$ cat config.mk
export PLATFORM = sky130hd
export DESIGN_NAME = spiq_regs
export DESIGN_NICKNAME = d
export VERILOG_FILES = /design/src/rtl/spiq_pkg.sv /design/src/rtl/spiq_fifo.sv /design/src/rtl/spiq_wmark.sv /design/src/rtl/spiq_regs.sv
export SDC_FILE = /design/constraint.sdc
export NUM_CORES = 1
export LEC_CHECK = 0
export ABC_AREA = 1
export BUFFER_PORTS_ARGS = -buffer_cell sky130_fd_sc_hd__buf_2
export CORE_UTILIZATION = 25
export DETAILED_ROUTE_END_ITERATION = 12
export PLACE_DENSITY = 0.46
export SETUP_SLACK_MARGIN = 0.2
export SLEW_MARGIN = 20
export SYNTH_ARGS = -nofsm -noshare
export SYNTH_HDL_FRONTEND = slang
export SYNTH_HIERARCHICAL = 1
export SYNTH_SLANG_ARGS = --single-unit
$ cat constraint.sdc
create_clock -name clk -period 4.9 [get_ports clk]
set_input_delay 0.98 -clock clk [delete_from_list [all_inputs] [get_ports clk]]
set_output_delay 0.98 -clock clk [all_outputs]
set_load 0.02 [all_outputs]
$ cat src/rtl/spiq_pkg.sv
package spiq_pkg;

    localparam logic [7:0] OFS_TXD  = 8'h48;
    localparam logic [7:0] OFS_RXD  = 8'h4C;
    localparam logic [7:0] OFS_TXMK = 8'h50;
    localparam logic [7:0] OFS_RXMK = 8'h54;
    localparam logic [7:0] OFS_IEN  = 8'h70;
    localparam logic [7:0] OFS_IPND = 8'h74;

    typedef struct packed {
        logic rx;
        logic tx;
    } spiq_evt_t;

    function automatic logic [31:0] flag_word(input logic flag);
        return {flag, 31'b0};
    endfunction

endpackage

$ cat src/rtl/spiq_fifo.sv
module spiq_fifo #(
    parameter int DEPTH = 8,
    parameter int WIDTH = 8
) (
    input  logic                       clk,
    input  logic                       rst,
    input  logic                       push,
    input  logic [WIDTH-1:0]           din,
    input  logic                       pop,
    output logic [WIDTH-1:0]           dout,
    output logic [$clog2(DEPTH+1)-1:0] count,
    output logic                       full,
    output logic                       empty
);
    localparam int PTR_W = (DEPTH > 1) ? $clog2(DEPTH) : 1;
    localparam int CNT_W = $clog2(DEPTH + 1);
    localparam logic [PTR_W-1:0] LAST = PTR_W'(DEPTH - 1);

    logic [WIDTH-1:0] mem [DEPTH];
    logic [PTR_W-1:0] wr_ptr, rd_ptr;
    logic [CNT_W-1:0] cnt;
    logic             do_push, do_pop;

    assign full    = (cnt == CNT_W'(DEPTH));
    assign empty   = (cnt == '0);
    assign do_push = push && !full;
    assign do_pop  = pop && !empty;
    assign dout    = mem[rd_ptr];
    assign count   = cnt;

    always_ff @(posedge clk) begin
        if (do_push) mem[wr_ptr] <= din;
    end

    always_ff @(posedge clk) begin
        if (rst) begin
            wr_ptr <= '0;
            rd_ptr <= '0;
            cnt    <= '0;
        end else begin
            if (do_push) wr_ptr <= (wr_ptr == LAST) ? '0 : wr_ptr + 1'b1;
            if (do_pop)  rd_ptr <= (rd_ptr == LAST) ? '0 : rd_ptr + 1'b1;
            case ({do_push, do_pop})
                2'b10:   cnt <= cnt + 1'b1;
                2'b01:   cnt <= cnt - 1'b1;
                default: cnt <= cnt;
            endcase
        end
    end
endmodule

$ cat src/rtl/spiq_wmark.sv
module spiq_wmark
    import spiq_pkg::*;
#(
    parameter int CNT_W = 4
) (
    input  logic [CNT_W-1:0] tx_cnt,
    input  logic [CNT_W-1:0] rx_cnt,
    input  logic [CNT_W-1:0] tx_mark,
    input  logic [CNT_W-1:0] rx_mark,
    input  spiq_evt_t        ien,
    output spiq_evt_t        pend,
    output logic             irq
);
    always_comb begin
        pend.tx = (tx_cnt < tx_mark);
        pend.rx = (rx_cnt > rx_mark);
        irq     = |(ien & pend);
    end
endmodule

$ cat src/rtl/spiq_regs.sv
module spiq_regs
    import spiq_pkg::*;
#(
    parameter int DEPTH  = 8,
    parameter int DATA_W = 8,
    parameter int ADDR_W = 8
) (
    input  logic              clk,
    input  logic              rst,
    input  logic [ADDR_W-1:0] reg_addr,
    input  logic [DATA_W-1:0] reg_wdata,
    input  logic              reg_we,
    input  logic              reg_re,
    output logic [31:0]       reg_rdata,
    output logic              tx_valid,
    output logic [DATA_W-1:0] tx_data,
    input  logic              tx_pop,
    input  logic              rx_push,
    input  logic [DATA_W-1:0] rx_data,
    output logic              rx_ready,
    output logic              irq
);
    localparam int CNT_W = $clog2(DEPTH + 1);

    logic [CNT_W-1:0]  tx_cnt, rx_cnt, tx_mark, rx_mark;
    logic              tx_full, tx_empty, rx_full, rx_empty;
    logic [DATA_W-1:0] rx_head;
    spiq_evt_t         ien, pend;
    logic [31:0]       rd_next;

    logic sel_txd, sel_rxd, sel_txmk, sel_rxmk, sel_ien, sel_ipnd;
    assign sel_txd  = (reg_addr == ADDR_W'(OFS_TXD));
    assign sel_rxd  = (reg_addr == ADDR_W'(OFS_RXD));
    assign sel_txmk = (reg_addr == ADDR_W'(OFS_TXMK));
    assign sel_rxmk = (reg_addr == ADDR_W'(OFS_RXMK));
    assign sel_ien  = (reg_addr == ADDR_W'(OFS_IEN));
    assign sel_ipnd = (reg_addr == ADDR_W'(OFS_IPND));

    spiq_fifo #(.DEPTH(DEPTH), .WIDTH(DATA_W)) tx_q_i (
        .clk(clk), .rst(rst),
        .push(reg_we && sel_txd), .din(reg_wdata),
        .pop(tx_pop), .dout(tx_data),
        .count(tx_cnt), .full(tx_full), .empty(tx_empty)
    );

    spiq_fifo #(.DEPTH(DEPTH), .WIDTH(DATA_W)) rx_q_i (
        .clk(clk), .rst(rst),
        .push(rx_push), .din(rx_data),
        .pop(reg_re && sel_rxd), .dout(rx_head),
        .count(rx_cnt), .full(rx_full), .empty(rx_empty)
    );

    spiq_wmark #(.CNT_W(CNT_W)) wm_i (
        .tx_cnt(tx_cnt), .rx_cnt(rx_cnt),
        .tx_mark(tx_mark), .rx_mark(rx_mark),
        .ien(ien), .pend(pend), .irq(irq)
    );

    assign tx_valid = !tx_empty;
    assign rx_ready = !rx_full;

    always_ff @(posedge clk) begin
        if (rst) begin
            tx_mark <= CNT_W'(1);
            rx_mark <= '0;
            ien     <= '0;
        end else if (reg_we) begin
            if (sel_txmk) tx_mark <= reg_wdata[CNT_W-1:0];
            if (sel_rxmk) rx_mark <= reg_wdata[CNT_W-1:0];
            if (sel_ien)  ien     <= reg_wdata[1:0];
        end
    end

    always_comb begin
        rd_next = '0;
        if (sel_txd)       rd_next = flag_word(tx_full);
        else if (sel_rxd)  rd_next = rx_empty ? flag_word(1'b1) : 32'(rx_head);
        else if (sel_txmk) rd_next = 32'(tx_mark);
        else if (sel_rxmk) rd_next = 32'(rx_mark);
        else if (sel_ien)  rd_next = {30'b0, ien};
        else if (sel_ipnd) rd_next = {30'b0, pend};
    end

    always_ff @(posedge clk) begin
        if (rst)         reg_rdata <= '0;
        else if (reg_re) reg_rdata <= rd_next;
    end
endmodule

; After elaboration in Yosys (flattened, before gate mapping)
; Memory sizes are Yosys's and may differ from the RTL's. A register that Yosys moved wholly into a read port is not among the register bits.
; Index checks and enable logic that the tools add are counted.
[totals]
register_bits = 62
mem_bits_rw = 128
in_bits = 30
out_inout_bits = 43
wordCells = 79
n_memories = 2
[memory_table]
columns = name, depth, word_bits, rd, rd_ports_with_merged_regs, write_ports, line_no
row1 = rx_q_i.mem, 8, 8, 1, 1, 1, spiq_fifo.sv:19  ; logic [WIDTH-1:0] mem [DEPTH];
row2 = tx_q_i.mem, 8, 8, 1, 1, 1, spiq_fifo.sv:19
[op_classes]
addsub = 8
n_lt_le_gt_ge = 2
n_eq_ne = 16
n_mux = 21
bitwise = 1
reduce_logical = 18
[ops]
columns = operator, n
row1 = $mux 32, 3
row2 = $eq 8x7->1 const B, 6
row3 = $mux 3, 8
row4 = $pmux 4 s2, 2
row5 = $add 3x1->3 const B, 4
row6 = $eq 3x3->1 const B, 4
row7 = $add 4x1->4 const B, 2
row8 = $eq 4x4->1 const B, 2
row9 = $logic_not 4->1, 2
row10 = $mux 4, 2
row11 = $sub 4x1->4 const B, 2
row12 = $logic_and 1x1->1, 6
row13 = $reduce_and 2->1, 3
row14 = $eq 2x1->1 const B, 2
row15 = $eq 2x2->1 const B, 2
row16 = $gt 4x4->1, 1
row17 = $logic_not 1->1, 4
row18 = $lt 4x4->1, 1
row19 = $mux 1, 4
row20 = $mux 2, 2
row21 = $reduce_bool 2->1, 2
row22 = $and 2x2->2, 1
row23 = $reduce_or 2->1, 1

; Logic depth before layout (Yosys ltp)
[logic_depth]
depth_word = 7
depth_mapped = 17
mapped_depth_nobuf = 17

; Cells and area by module
; Netlist, hierarchy kept.
[by_module_without_submodules]
columns = mod, instances, cells_each, area_per_inst_um2, seq_area_each_um2
row1 = spiq_fifo (rx_q_i), 1, 275, 3218.1, 2182.1
row2 = spiq_fifo (tx_q_i), 1, 274, 3216.8, 2182.1
row3 = spiq_regs, 1, 187, 1298.7, 380.4
row4 = spiq_wmark, 1, 38, 220.2, 0.0

; Worst setup path after synthesis
; OpenSTA, ideal clock, no wires.
[synth_timing]
path_kind = input port to flip-flop
startpoint = input reg_addr[7]
endpoint = register tx_q_i.cnt[2] (netlist: tx_q_i/count[2])
setup_ns = 0.115
t_arrival_ns = 2.618
required_time_ns = 4.785
path_slack_ns = 2.166
path_stages = 13
path_buffers = 0
path_cell_list = inv_2 nand2_4 nor4_1 nand2_2 ha_1 nand2_1 inv_1 nor2_1 ha_1 a21oi_1 xnor2_1 o21ai_0 inv_1
[synth_between]
elab_chain_len = 5
elab_cells_between_ends = 7
cone_classes = eq/ne (3) / mux (1) / reduce/logical (3)
[synth_rtl]
columns = element, line_no
row1 = start: declaration, spiq_regs.sv:10  ; input logic [ADDR_W-1:0] reg_addr,
row2 = $eq 8x7->1 (*), spiq_regs.sv:32  ; assign sel_txd = (reg_addr == ADDR_W'(OFS_TXD));
row3 = $logic_and 1x1->1 (*), spiq_regs.sv:41  ; .push(reg_we && sel_txd), .din(reg_wdata),
row4 = $logic_and 1x1->1 (*), spiq_fifo.sv:26  ; assign do_push = push && !full;
row5 = $eq 2x1->1 or $eq 2x2->1 (tied branches), spiq_fifo.sv:43  ; case ({do_push, do_pop})
row6 = $pmux 4 s2 or $reduce_bool 2->1 (tied branches), --
row7 = end signal: assignment, spiq_fifo.sv:44  ; 2'b10: cnt <= cnt + 1'b1;
row8 = end signal: assignment, spiq_fifo.sv:45  ; 2'b01: cnt <= cnt - 1'b1;
row9 = end signal: assignment, spiq_fifo.sv:46  ; default: cnt <= cnt;
row10 = end: declaration, spiq_fifo.sv:21  ; logic [CNT_W-1:0] cnt;
; Mark *: on every way between the ends. The rest lies on a longest branch, timed or not.
; A chain may end at the register's enable or synchronous reset.

==> run_results.csv <==
group,metric,value,unit
status,status,"finished clean",
synth,synth_top_family_by_area,"simple AND/OR/NAND/NOR gates",
routing,wl,17500,um
routing,first_pass_iters,4,
synth,netlist_area,7950,sq um
timing,hold_viol_final,0,
clock_tree,cts.sinks,173,
cells_and_area,fillers,3213,
power_and_ir_drop,leakage,3.47,nW
setup_path,max_stage_delay,0.99,ns
floorplan,die_w,180,um
setup_path,cp_max_fo,32,
setup_path,rrSetupSlack,2.80,ns
placement,dp_hpwl,12200,um
global_routing,grt-ovfl-total,0,
clock_tree,post_cts_buffers,0,
clock_tree,cts_hold_buffers,0,
cells_and_area,postLayoutCellArea,9010,sq um
placement,dp.cells,1199,
power_and_ir_drop,ir_drop,0.268,mV
synth,postSynthAreaPerCell,10.3,sq um
routing,vias,5197,
placement,numPortBuffers,49,
floorplan,dieArea,32500,sq um
timing,setup_viol,0,
worst_hold_path,hold_path_class,"reg2reg",
routing,route.detailed.drc,0,
synth,synthSimpleGateAreaFrac,17.6,%
synth,synthCells,774,
setup_path,crit_required,3.92,ns
floorplan,rows,64,
timing,finClkSkew,0.0144,ns
placement,place_area,8430,sq um
timing,hold_slack,0.463,ns
setup_path,rr_worst_depth,6,
cells_and_area,syn2layout_area_growth,13.3,%
routing,vias_per_cell,4.22,
setup_path,path_class,"reg2out",
cells_and_area,regArea,4740,sq um
global_routing,grt_pass1_wl,27100,um
floorplan,die_y,180,um
floorplan,start_util,25.7,%
setup_path,worstPathCellList,"o21ai_0 -> o22ai_1 -> nand2_1 -> nand2_1 -> buf_2",
clock_tree,worstSkewPairLatency,0.43,ns
worst_hold_path,hold-path-endpoint,"reg_rdata[5]",
synth,synth.area.mux_share,2.01,%
cells_and_area,final_common_cell,"nand2_1",
routing,wire_per_inst,14.2,um
worst_hold_path,holdPathStages,2,
cells_and_area,fin_cells,1231,
setup_path,crit_family,"flip-flops",
clock_tree,cts_tree,"done",
setup_path,worst_setup_path_end_kind,"primary output",
synth,synth_xor_xnor_area_share,0.661,%
clock_tree,clk_pin_slew_worst_paths,0.06,ns
setup_path,rr_endpoint,"rx_q_i/mem[1][5]",
synth,synth_cell_types,39,
synth,synth_compound_area_share,8.68,%
setup_path,crit_top_cell,"nand2_1",
timing,rsz0062_at_grt,"false",
placement,place_congestion,0.799,
cells_and_area,drive_above_1_share,15.7,%
cells_and_area,nets,873,
cells_and_area,multi_input_area,2650,sq um
worst_hold_path,hold_path.startpoint,"reg_rdata[5]",
clock_tree,cts_resized,0,
timing,timing.fmax,315,MHz
setup_path,cp-start-kind,"flop",
synth,ys_ff_latch,173,
timing,finalSetupTns,0,ns
cells_and_area,diodes,0,
clock_tree,cts_max_path_buffers,2,
global_routing,grt_pass1_vias,4823,
floorplan,ioPinCount,73,
floorplan,fp.coreArea,30900,sq um
setup_path,reg2reg_from,"rx_q_i/count[1]",
routing,detail-route-antenna-nets,0,
clock_tree,root_buffer,"clkbuf_16",
routing,first_iter_violations,251,
timing,min_period,3.18,ns
setup_path,cp_num_buf_inv,1,
timing,post-route-period-util,64.8,%
synth,synth_fa_ha_area_share,3.30,%
timing,slew_headroom,32.2,%
clock_tree,numCtsBuffers,17,
power_and_ir_drop,power,3.63,mW
timing,tightest_slew,1.02,ns
global_routing,antenna_found_initial,1,
global_routing,grt_max_degree,36,
timing,finalMaxSlewViolations,0,
clock_tree,h-tree-depth,4,
global_routing,grt_usage,11.0,%
cells_and_area,layout_common_cells,"nand2_1 (131), edfxtp_1 (128), nor2_1 (110), inv_1 (55), buf_2 (49)",
job,drv_cap,0,
synth,ys_warn_count,6,
synth,ys_seq_area_share,59.7,%
power_and_ir_drop,p_per_area,403,nW/um^2
setup_path,cpMaxStageDelayCell,"dfxtp_1",
setup_path,worstPathArrival,2.20,ns
## flip-flops by register name, indices dropped and copies added (netlist names), named ones only
signal / cells
ien: 2
reg_rdata: 9
rx_mark: 4
rx_q_i/count: 4
rx_q_i/mem: 64
rx_q_i/rd_ptr: 3
rx_q_i/wr_ptr: 3
tx_mark: 4
tx_q_i/count: 4
tx_q_i/mem: 64
tx_q_i/rd_ptr: 3
tx_q_i/wr_ptr: 3
## area by class of cell
type | count | share of cell area, %
multi-input cells | 506 | 29.4
repair buffers | 52 | 2.97
clock inverters | 10 | 0.833
well taps | 396 | 5.50
clock buffers | 22 | 5.64
inverters | 72 | 3.00
flip-flops and latches | 173 | 52.7
## worst register-to-register path, delay by kind of cell (launching register included)
family	cells	cell delay, ns
simple gates	5	1.17
flops	1	0.43
buf+inv	1	0.11
## stage by stage
step	setup WS [ns]	util (%)
3_5_place_dp	1.38	27.3
2_1_floorplan	2.17	-
6_report	1.72	29.1
3_3_place_gp	1.43	27.3
4_1_cts	1.69	29.1
5_1_grt	1.49	29.1
## routing by layer
| metal | vias to the layer above | part of all wire [%] | track usage (%) |
|---|---|---|---|
| met5 | - | 0.074 | 0 |
| met4 | 2 | 1.5 | 4.03 |
| met3 | 17 | 3.2 | 2.49 |
| met2 | 92 | 47 | 18.1 |
| met1 | 2407 | 49 | 14.2 |
| li1 | 2679 | - | - |
## synthesized netlist by cell type (all sizes together)
library cell | instances | area (sq um)
nand2 | 142 | 576
edfxtp | 128 | 3840
nor2 | 124 | 543
o21ai | 74 | 370
inv | 70 | 263
dfxtp | 45 | 901
buf | 40 | 338
nand3 | 34 | 193
a21oi | 32 | 168
ha | 21 | 263
mux2i | 16 | 160
o22ai | 16 | 100
nand4 | 5 | 31.3
clkbuf | 4 | 22.5
xnor2 | 4 | 35.0
a211oi | 3 | 22.5
nand3b | 3 | 22.5
a21boi | 2 | 15.0
clkinv | 2 | 7.51
nor3b | 2 | 25.0
xor2 | 2 | 17.5
a22oi | 1 | 7.51
conb | 1 | 3.75
dlymetal6s2s | 1 | 12.5
nor4 | 1 | 6.26
o211ai | 1 | 7.51
## worst max path at each step
stage | from | to | cells after the start
detailed placement | reg_addr[5] | tx_q_i/mem[1][5] | 8
CTS | flop | tx_data[7] | 5
floorplan | reg_addr[7] | tx_q_i/count[2] | 13
global route | flop | tx_data[1] | 5
global placement | reg_addr[5] | tx_q_i/mem[1][5] | 8
finish | flop | tx_data[5] | 5
## report_power, final
part,switching (mW),leakage (nW),internal [mW]
clock network,0.564,0.295,0.744
registers,0.0470,1.52,1.62
logic,0.443,1.66,0.216
## kinds of logic after synthesis
| kind of cell | count (synthesis) |
|---|---|
| simple gates | 311 |
| flops | 173 |
| compound gates | 129 |
| buf+inv | 117 |
| fa+ha+maj | 21 |
| mux | 16 |
| xor+xnor | 6 |
| other cells | 1 |
(Power assumes the default switching activity.)
